<file path="src/rtl/adc_scan_ctrl.sv">
module adc_scan_ctrl #(
  parameter int DW        = 16,
  parameter int NCH       = 16,
  parameter int HW        = 8,
  parameter int MIN_HALF  = 3,
  parameter int FRAME_CYC = 100,
  parameter int ACQ_CYC   = 33,
  parameter int ACQ_EDGE  = 14,
  parameter int LAT       = 2,
  parameter logic [3:0] CMD_HDR = 4'b0001
) (
  input  logic                    clk,
  input  logic                    rst_n,
  input  logic                    en,
  input  logic [HW-1:0]           half_div,
  input  logic                    miso,
  output logic                    cs_n,
  output logic                    sclk,
  output logic                    mosi,
  output logic                    rd_valid,
  output logic [DW-1:0]           rd_data,
  output logic [$clog2(NCH)-1:0]  rd_ch
);

  localparam int CW   = $clog2(NCH);
  localparam int EW   = $clog2(2*DW+1);
  localparam int LIM  = (FRAME_CYC > ACQ_CYC) ? FRAME_CYC : ACQ_CYC;
  localparam int TW   = $clog2(LIM+1);
  localparam int FW   = $clog2(LAT+1);
  localparam int PADW = DW - 4 - CW;

  localparam logic [EW-1:0] E_LAST = EW'(2*DW);
  localparam logic [EW-1:0] E_ACQ  = EW'(2*(ACQ_EDGE-1));
  localparam logic [TW-1:0] T_LIM  = TW'(LIM);
  localparam logic [TW-1:0] T_FRM  = TW'(FRAME_CYC);
  localparam logic [TW-1:0] T_ACQ  = TW'(ACQ_CYC);
  localparam logic [HW-1:0] H_MIN  = HW'(MIN_HALF);
  localparam logic [FW-1:0] F_FULL = FW'(LAT);
  localparam logic [CW-1:0] C_LAST = CW'(NCH-1);

  logic            busy;
  logic [HW-1:0]   hcnt, hlat, hsel;
  logic [EW-1:0]   edges;
  logic [DW-1:0]   cmd_sr, rx, cmd_word;
  logic [CW-1:0]   ch_cur;
  logic [CW-1:0]   hist [LAT];
  logic [FW-1:0]   fill;
  logic [TW-1:0]   fcnt, acnt;
  logic            tick, last, go;

  assign hsel     = (half_div < H_MIN) ? H_MIN : half_div;
  assign tick     = busy && (hcnt == hlat - 1'b1);
  assign last     = tick && (edges == E_LAST);
  assign go       = !busy && en && (fcnt >= T_FRM) && (acnt >= T_ACQ);
  assign cmd_word = {CMD_HDR, ch_cur, {PADW{1'b0}}};
  assign mosi     = !cs_n && cmd_sr[DW-1];

  always_ff @(posedge clk or negedge rst_n) begin
    if (!rst_n) begin
      busy     <= 1'b0;
      cs_n     <= 1'b1;
      sclk     <= 1'b0;
      hcnt     <= '0;
      hlat     <= H_MIN;
      edges    <= '0;
      cmd_sr   <= '0;
      rx       <= '0;
      ch_cur   <= '0;
      fill     <= '0;
      fcnt     <= T_LIM;
      acnt     <= T_LIM;
      rd_valid <= 1'b0;
      rd_data  <= '0;
      rd_ch    <= '0;
      for (int i = 0; i < LAT; i++) hist[i] <= '0;
    end else begin
      rd_valid <= 1'b0;
      fcnt     <= (fcnt == T_LIM) ? T_LIM : fcnt + 1'b1;
      acnt     <= (acnt == T_LIM) ? T_LIM : acnt + 1'b1;
      if (go) begin
        busy   <= 1'b1;
        cs_n   <= 1'b0;
        hlat   <= hsel;
        hcnt   <= '0;
        edges  <= '0;
        cmd_sr <= cmd_word;
        fcnt   <= TW'(1);
      end else if (busy) begin
        hcnt <= tick ? '0 : hcnt + 1'b1;
        if (last) begin
          busy     <= 1'b0;
          cs_n     <= 1'b1;
          rd_valid <= (fill == F_FULL);
          rd_data  <= rx;
          rd_ch    <= hist[LAT-1];
          hist[0]  <= ch_cur;
          for (int i = 1; i < LAT; i++) hist[i] <= hist[i-1];
          ch_cur   <= (ch_cur == C_LAST) ? '0 : ch_cur + 1'b1;
          if (fill != F_FULL) fill <= fill + 1'b1;
        end else if (tick) begin
          edges <= edges + 1'b1;
          if (!edges[0]) begin
            sclk <= 1'b1;
            rx   <= {rx[DW-2:0], miso};
            if (edges == E_ACQ) acnt <= TW'(1);
          end else begin
            sclk   <= 1'b0;
            cmd_sr <= {cmd_sr[DW-2:0], 1'b0};
          end
        end
      end
    end
  end

endmodule

</file>
<file path="config.mk">
export PLATFORM = sky130hd
export DESIGN_NAME = adc_scan_ctrl
export DESIGN_NICKNAME = d
export VERILOG_FILES = /design/src/rtl/adc_scan_ctrl.sv
export SDC_FILE = /design/constraint.sdc
export NUM_CORES = 1
export LEC_CHECK = 0
export BUFFER_PORTS_ARGS = -buffer_cell sky130_fd_sc_hd__buf_2
export CORE_MARGIN = 5
export CORE_UTILIZATION = 54
export DETAILED_ROUTE_END_ITERATION = 7
export PLACE_DENSITY_LB_ADDON = 0.3
export SLEW_MARGIN = 20
export SYNTH_ARGS = -nofsm -noshare
export SYNTH_HDL_FRONTEND = slang
export SYNTH_SLANG_ARGS = --single-unit
</file>
<file path="constraint.sdc">
create_clock -name clk -period 2.7 [get_ports clk]
set_input_delay 0 -clock clk [delete_from_list [all_inputs] [get_ports clk]]
set_output_delay 0 -clock clk [all_outputs]
set_load 0.1 [all_outputs]
</file>
==> impl_metrics.csv, run 1 <==
group,metric,value,unit
logic_synthesis,synth_fp_nets,411,
die,coreArea,8220,um^2
pwr,p_leak,2.67,nW
die,ios,36,
logic_synthesis,ys_types,50,
grt,grt-ovfl-total,0,
grt,grt_use_total,18.1,%
detailed_routing,dr.pass1.iters,4,
worst_setup_path,critPathRequiredTime,2.95,ns
outcome,status,"finished, violations left",
timing,holdWs,0.266,ns
die,die-height,102,um
cells_and_area,fill_cells,607,
logic_synthesis,ys_ff_latch,98,
logic_synthesis,yosysSeqAreaShare,54.2,%
cells_and_area,drive_gt1_share,30.5,%
detailed_routing,routed_wl,8490,um
logic_synthesis,synthMuxAreaShare,13.8,%
logic_synthesis,synth_most_common_cell,"dfrtp_1",
grt,grt_pass1_wl,14800,um
clock_network,cts_inserted_buffers,9,
die,start_util,55.3,%
detailed_routing,wl_per_cell,15.2,um
logic_synthesis,synth_ff_type,"dfrtp_1",
grt,antenna_found_initial,0,
placement,gp_congestion,0.823,
die,row_count,33,
worst_setup_path,cp_max_fo,18,
cells_and_area,antennaDiodeCount,0,
worst_setup_path,critPathArrivalTime,2.96,ns
logic_synthesis,synth-edff-count,0,
logic_synthesis,synth_compound_area_share,7.98,%
clock_network,clock-sinks,98,
outcome,violations,"setup timing",
grt,grt_pass1_vias,3222,
timing,hold_viol,0,
timing,skew,0.0145,ns
logic_synthesis,synthArstFlopShare,100,%
detailed_routing,antenna_left,0,
logic_synthesis,synthCells,387,
clock_network,insertion_delay,0.37,ns
timing,setup_violations,5,
cells_and_area,nets,471,
cells_and_area,multi_input_area,1990,um^2
die,die_x,102,um
logic_synthesis,synth_area_per_cell,11.7,um^2
worst_setup_path,startpoint_type,"flop",
clock_network,root_buffer,"clkbuf_8",
clock_network,cts_max_level,3,
detailed_routing,via_count,3038,
worst_setup_path,endpoint_kind,"flop",
logic_synthesis,synth-simple-area-share,12.8,%
grt,grt_max_degree,65,
cells_and_area,utilization,64.8,%
timing,slew_violations,0,
logic_synthesis,synth_common_cells,"89 x dfrtp_1, 39 x mux2_2, 37 x nand2_1",
logic_synthesis,synth.top_cell.area_share,49.0,%
job,cap_violations,0,
min_path,hold_class,"input pin to asynchronous set/reset pin",
timing,slew_headroom,46.2,%
clock_network,path_clk_slew,0.11,ns
clock_network,cts_buffer_depth,2,
worst_setup_path,critPathLaunch,"hlat[1]$_DFFE_PN1P_",
timing,fin_crit_sh,100,%
pwr,p_per_area,766,nW/um^2
cells_and_area,synthToLayoutAreaGrowth,17.1,%
logic_synthesis,synthAdderAreaFrac,3.30,%
logic_synthesis,synth_top_family_by_area,"multiplexers",
die,die_area,10400,um^2
placement,place.port_buffers,35,
timing,grt_setup_unrepaired,"yes",
placement,place_inst,528,
detailed_routing,via_per_inst,5.45,
placement,hpwl,5840,um
worst_setup_path,worst-setup-path-type,"flop to flop",
timing,max_freq,369,MHz
timing,period_minus_slack,2.71,ns
detailed_routing,drc_errors,0,
placement,place_area,4970,um^2
worst_setup_path,r2r_slack,-0.008,ns
worst_setup_path,r2r_start,"hlat[1]$_DFFE_PN1P_",
worst_setup_path,reg2reg_to,"rx[9]$_DFFE_PN0P_",
logic_synthesis,synth_xor_area_share,5.01,%
worst_setup_path,reg2reg_depth,9,
cells_and_area,seq_area,2460,um^2
logic_synthesis,synth_area_leader_cell,"dfrtp_1",
detailed_routing,drtIter0Drc,96,
cells_and_area,final_cells,557,
logic_synthesis,yosys_warnings,0,
logic_synthesis,yosys-top-cells-area,"dfrtp_1 49%, mux2_2 9.7%, dfstp_2 5.2%",
clock_network,tritoncts,"yes",
logic_synthesis,synthesis.area,4540,um^2
timing,layout_setup_ws,-0.00775,ns
timing,worst_pin_slew,0.807,ns
pwr,ir_drop,0.336,mV
cells_and_area,fin_area,5320,um^2
## layout by cell type, fill, tap and decap left out, types with 4 or more instances in the layout
cell type	count
a21oi_1	6
nand2_1	37
ha_1	11
nor2_1	21
dfrtp_1	89
nand2b_1	5
and3_1	5
o21ai_0	11
and2_1	4
mux2i_1	7
dfstp_2	9
xor2_1	14
inv_6	4
inv_1	14
clkbuf_8	10
buf_4	17
mux2_2	39
dlygate4sd3_1	10
buf_2	34
nor3_1	9
mux2_4	8
o21bai_1	4
xnor2_1	12
nand3_1	11
nor2b_1	5
## metal layers
metal | vias up | global-route usage, % | wire length [um]
met1 | 1503 | 23.2 | 3820
met5 | - | 0 | 0
li1 | 1471 | - | -
met2 | 52 | 30.7 | 4240
met3 | 12 | 3.58 | 311
met4 | 0 | 6.03 | 112
## final cells by class
type | instances | share of cell area (%)
clock buffers | 10 | 2.59
clock inverters | 6 | 1.43
inverters | 16 | 1.13
multi-input cells | 258 | 37.5
flip-flops and latches | 98 | 46.3
well taps | 105 | 2.47
repair buffers | 64 | 8.61
## registers in the layout, summed over array words and instances, names as in the netlist, 2 cells and up
signal / flops
rd_ch: 4
rd_data: 16
ch_cur: 4
hist: 8
edges: 6
hcnt: 8
rx: 16
hlat: 8
fill: 2
fcnt: 7
acnt: 7
cmd_sr: 8
## worst max path at each step
stage | to
floorplan | rx[10]$_DFFE_PN0P_
global placement | rx[15]$_DFFE_PN0P_
detailed placement | rx[14]$_DFFE_PN0P_
CTS | rx[9]$_DFFE_PN0P_
global route | rx[9]$_DFFE_PN0P_
finish | rx[9]$_DFFE_PN0P_
## through the flow
stage	power [mW]	setup TNS [ns]	setup slack, ns
after floorplan	2.76	-1.19	-0.138
after global placement	3.01	0	0.0478
after detailed placement	3.06	-0.460	-0.0406
after CTS	4.09	-0.000111	-0.000111
after global routing	4.33	-0.876	-0.0633
final	4.07	-0.0255	-0.00775
## critical path: stages, from the launching register on
cell     delay, ns
dfstp_2       0.55
inv_2         0.05
ha_4          0.15
nor2b_1       0.12
or3_1         0.32
a31o_2        0.23
a211o_1       0.29
or3_4         0.42
buf_12        0.17
mux2_4        0.30
## kinds of logic after synthesis
group | after synthesis
AND/OR/NAND/NOR | 116
flip-flops | 98
multiplexers | 54
AO/OA/AOI/OAI | 50
buffers and inverters | 31
XOR/XNOR | 26
adder cells (fa/ha/maj) | 12
## timing repair
item / 4_1_cts / 5_1_grt
pin swaps: 1 / 1
setup buffers: 1 / 2
hold buffers: 10 / 0
endpoints found under the setup margin: 18 / 28
resized for setup: 2 / 2
hold endpoints to repair: 69 / 0
## power by group
group | switching [mW] | internal [mW]
sequential | 0.253 | 1.71
combinational | 0.584 | 0.513
clock | 0.545 | 0.474
total | 1.38 | 2.69
No activity file was read; power rests on OpenSTA's default activity.
==> run 2: changes to the inputs <==
ABC_AREA = 1   (was default)
==> run 2 against run 1 <==
- highest routed layer unchanged
- worst setup slack better by 0.29 ns
- largest cell class unchanged
- the flow now finishes without violations
- utilization fell by 1.6 points
- clock-buffer cell count fell by 1
- synthesized area up 7.2%
==> impl_metrics.csv, run 2 <==
group,metric,value,unit
outcome,status,"completed",
logic_synthesis,synth_area_per_cell,8.22,um^2
cells_and_area,drive_gt1_share,15.1,%
timing,fin_crit_sh,89.5,%
worst_setup_path,startpoint_type,"flop",
die,die_x,105,um
timing,final.setup.tns,0,ns
worst_setup_path,r2r_start,"hlat[0]$_DFFE_PN1P_",
detailed_routing,routed_wl,9890,um
logic_synthesis,synth_fp_nets,617,
grt,grt_max_degree,80,
grt,grt_pass1_vias,3752,
clock_network,insertion_delay,0.39,ns
min_path,hold_end,"cmd_sr[9]$_DFFE_PN0P_",
die,start_util,55.6,%
grt,antenna_found_initial,0,
min_path,hold_start,"en",
logic_synthesis,synth_area_leader_cell,"dfrtp_1",
worst_setup_path,reg2reg_to,"rx[14]$_DFFE_PN0P_",
timing,grt_setup_unrepaired,"no",
worst_setup_path,cp.depth,13,
cells_and_area,utilization,63.2,%
timing,period_minus_slack,2.42,ns
placement,place_inst,730,
cells_and_area,antennaDiodeCount,0,
logic_synthesis,synth.top_cell.area_share,45.7,%
logic_synthesis,ys_ff_latch,98,
worst_setup_path,critPathRequiredTime,2.99,ns
timing,slew_headroom,52.9,%
grt,grt_use_met3,4.13,%
cells_and_area,fin_area,5540,um^2
clock_network,tritoncts,"yes",
clock_network,clock-sinks,98,
worst_setup_path,critPathArrivalTime,2.70,ns
cells_and_area,final_cells,762,
pwr,p_total,2.48,mW
worst_setup_path,reg2reg_depth,13,
logic_synthesis,synthesis.area,4870,um^2
detailed_routing,wl_per_cell,13.0,um
min_path,min_path_cells,7,
logic_synthesis,synth-edff-count,0,
detailed_routing,antenna_left,0,
detailed_routing,drc_errors,0,
grt,grt_pass1_wl,17500,um
grt,grt_use_met2,30.4,%
min_path,hold_class,"input pin to flop",
grt,grt-ovfl-total,0,
die,die_area,11000,um^2
timing,setup_violations,0,
clock_network,cts_inserted_buffers,9,
logic_synthesis,yosysSeqAreaShare,50.6,%
cells_and_area,synthToLayoutAreaGrowth,13.6,%
timing,layout_setup_ws,0.283,ns
clock_network,path_clk_slew,0.11,ns
timing,skew,0.0167,ns
die,row_count,34,
worst_setup_path,cp_num_buf_inv,3,
logic_synthesis,yosys-top-cells-area,"dfrtp_1 46%, nand2_1 15%, dfstp_2 4.9%",
worst_setup_path,endpoint_kind,"flop",
timing,max_freq,414,MHz
cells_and_area,nets,673,
die,die-height,105,um
timing,holdWs,0.170,ns
logic_synthesis,ys_types,37,
timing,hold_viol,0,
worst_setup_path,slowest_stage,"dfstp_2",
timing,slew_violations,0,
worst_setup_path,cpPeakStageDelay,0.56,ns
logic_synthesis,synth_ff_type,"dfrtp_1",
die,coreArea,8760,um^2
die,ios,36,
detailed_routing,drtIter0Drc,261,
placement,gp_congestion,0.876,
placement,place.port_buffers,35,
worst_setup_path,r2r_slack,0.28,ns
logic_synthesis,synthArstFlopShare,100,%
cells_and_area,top_regs,"rd_data (16), rx (16)",
placement,hpwl,6830,um
logic_synthesis,synth_common_cells,"198 x nand2_1, 89 x dfrtp_1, 61 x inv_1",
grt,grt_use_total,18.9,%
detailed_routing,dr.pass1.iters,4,
logic_synthesis,synthCells,593,
worst_setup_path,crit_family,"simple AND/OR/NAND/NOR gates",
placement,place_area,5160,um^2
worst_setup_path,worst-setup-path-type,"flop to flop",
logic_synthesis,synth_most_common_cell,"nand2_1",
detailed_routing,via_per_inst,5.20,
detailed_routing,via_count,3960,
pwr,ir_drop,0.235,mV
placement,pre_cts_ws,0.194,ns
clock_network,cts_max_level,3,
timing,worst_pin_slew,0.707,ns
job,cap_violations,0,
cells_and_area,final_common_cell,"nand2_1",
grt,grt_busiest_layer,"met2",
worst_setup_path,cp_cell_sequence,"inv_1, ha_1, nand2_1, inv_1, nor2_1, nand2_1, nor2_1, nand4_1, nor2_2, buf_4, nand3_4, nand2_1, nand2_1",
pwr,p_leak,3.02,nW
worst_setup_path,worst_path_most_repeated_cell,"nand2_1",
clock_network,root_buffer,"clkbuf_8",
pwr,p_per_area,447,nW/um^2
cells_and_area,layout_common_cells,"198 x nand2_1, 89 x dfrtp_1, 61 x inv_1",
worst_setup_path,cp_max_fo,18,
clock_network,cts_buffer_depth,2,
logic_synthesis,yosys_warnings,0,
grt,grtUsageMet1,26.1,%
## run 2: cell count changes in the layout (fill, tap and decap cells not counted), sizes merged, moves of 6 or more
cell,before,now
nand2,37,204
xnor2,12,2
mux2,47,0
o21ai,12,20
nor2,21,44
nand4,3,33
nand2b,6,0
mux2i,7,0
inv,21,66
nand3,11,48
nor2b,6,0
## run 2: worst max-delay path by stage
| stage | startpoint | to | slack [ns] |
|---|---|---|---|
| 6_report | hlat[0]$_DFFE_PN1P_ | rx[14]$_DFFE_PN0P_ | 0.28 |
| 2_1_floorplan | hlat[0]$_DFFE_PN1P_ | rd_data[10]$_DFFE_PN0P_ | 0.56 |
| 4_1_cts | fcnt[5]$_DFF_PN1_ | hlat[0]$_DFFE_PN1P_ | 0.06 |
| 5_1_grt | acnt[1]$_DFF_PN0_ | hlat[1]$_DFFE_PN1P_ | 0.01 |
| 3_5_place_dp | hlat[0]$_DFFE_PN1P_ | edges[4]$_DFFE_PN0P_ | 0.19 |
| 3_3_place_gp | hlat[0]$_DFFE_PN1P_ | cmd_sr[8]$_DFFE_PN0P_ | 0.32 |
## run 2: kinds of logic (layout without fill, tap and decap cells)
family | Yosys count | in the layout | share of synthesized area, %
buffers and inverters | 82 | 143 | 7.24
adder cells (fa/ha/maj) | 12 | 12 | 3.08
flip-flops | 98 | 98 | 50.6
AO/OA/AOI/OAI | 39 | 39 | 4.44
XOR/XNOR | 15 | 15 | 2.70
AND/OR/NAND/NOR | 347 | 347 | 32.0
## run 2: area by class of cell
class                   instances  area [um^2]
fillers                       747         3230
inverters                      64          244
clock buffers                   9          124
clock inverters                 7         76.3
well taps                     108          135
repair buffers                 63          422
flip-flops and latches         98         2460
multi-input cells             413         2070
## run 2: worst reg2reg max path: stages (launching register included)
cell and delay [ns]:
dfstp_2 0.56, inv_1 0.09, ha_1 0.32, nand2_1 0.08, inv_1 0.04, nor2_1 0.12, nand2_1 0.07, nor2_1 0.14
nand4_1 0.15, nor2_2 0.18, buf_4 0.20, nand3_4 0.21, nand2_1 0.13, nand2_1 0.06
## run 2: timing repair
item,4_1_cts,5_1_grt
resized for setup,0,5
setup endpoints to repair,0,16
hold endpoints to repair,78,0
setup buffers,0,4
hold buffers,12,0
## run 2: per-layer routing
metal | vias to the layer above | part of all wire (%) | wire, um
met5 | - | 0 | 0
met4 | 0 | 0.98 | 97
met3 | 7 | 2.8 | 276
met2 | 52 | 48 | 4730
met1 | 1877 | 48 | 4790
li1 | 2024 | - | -
## run 2: where the power goes
part / total, mW / switching (mW) / internal (mW)
Clock: 0.959 / 0.591 / 0.369
Combinational: 0.0514 / 0.0339 / 0.0175
Sequential: 1.47 / 0 / 1.47
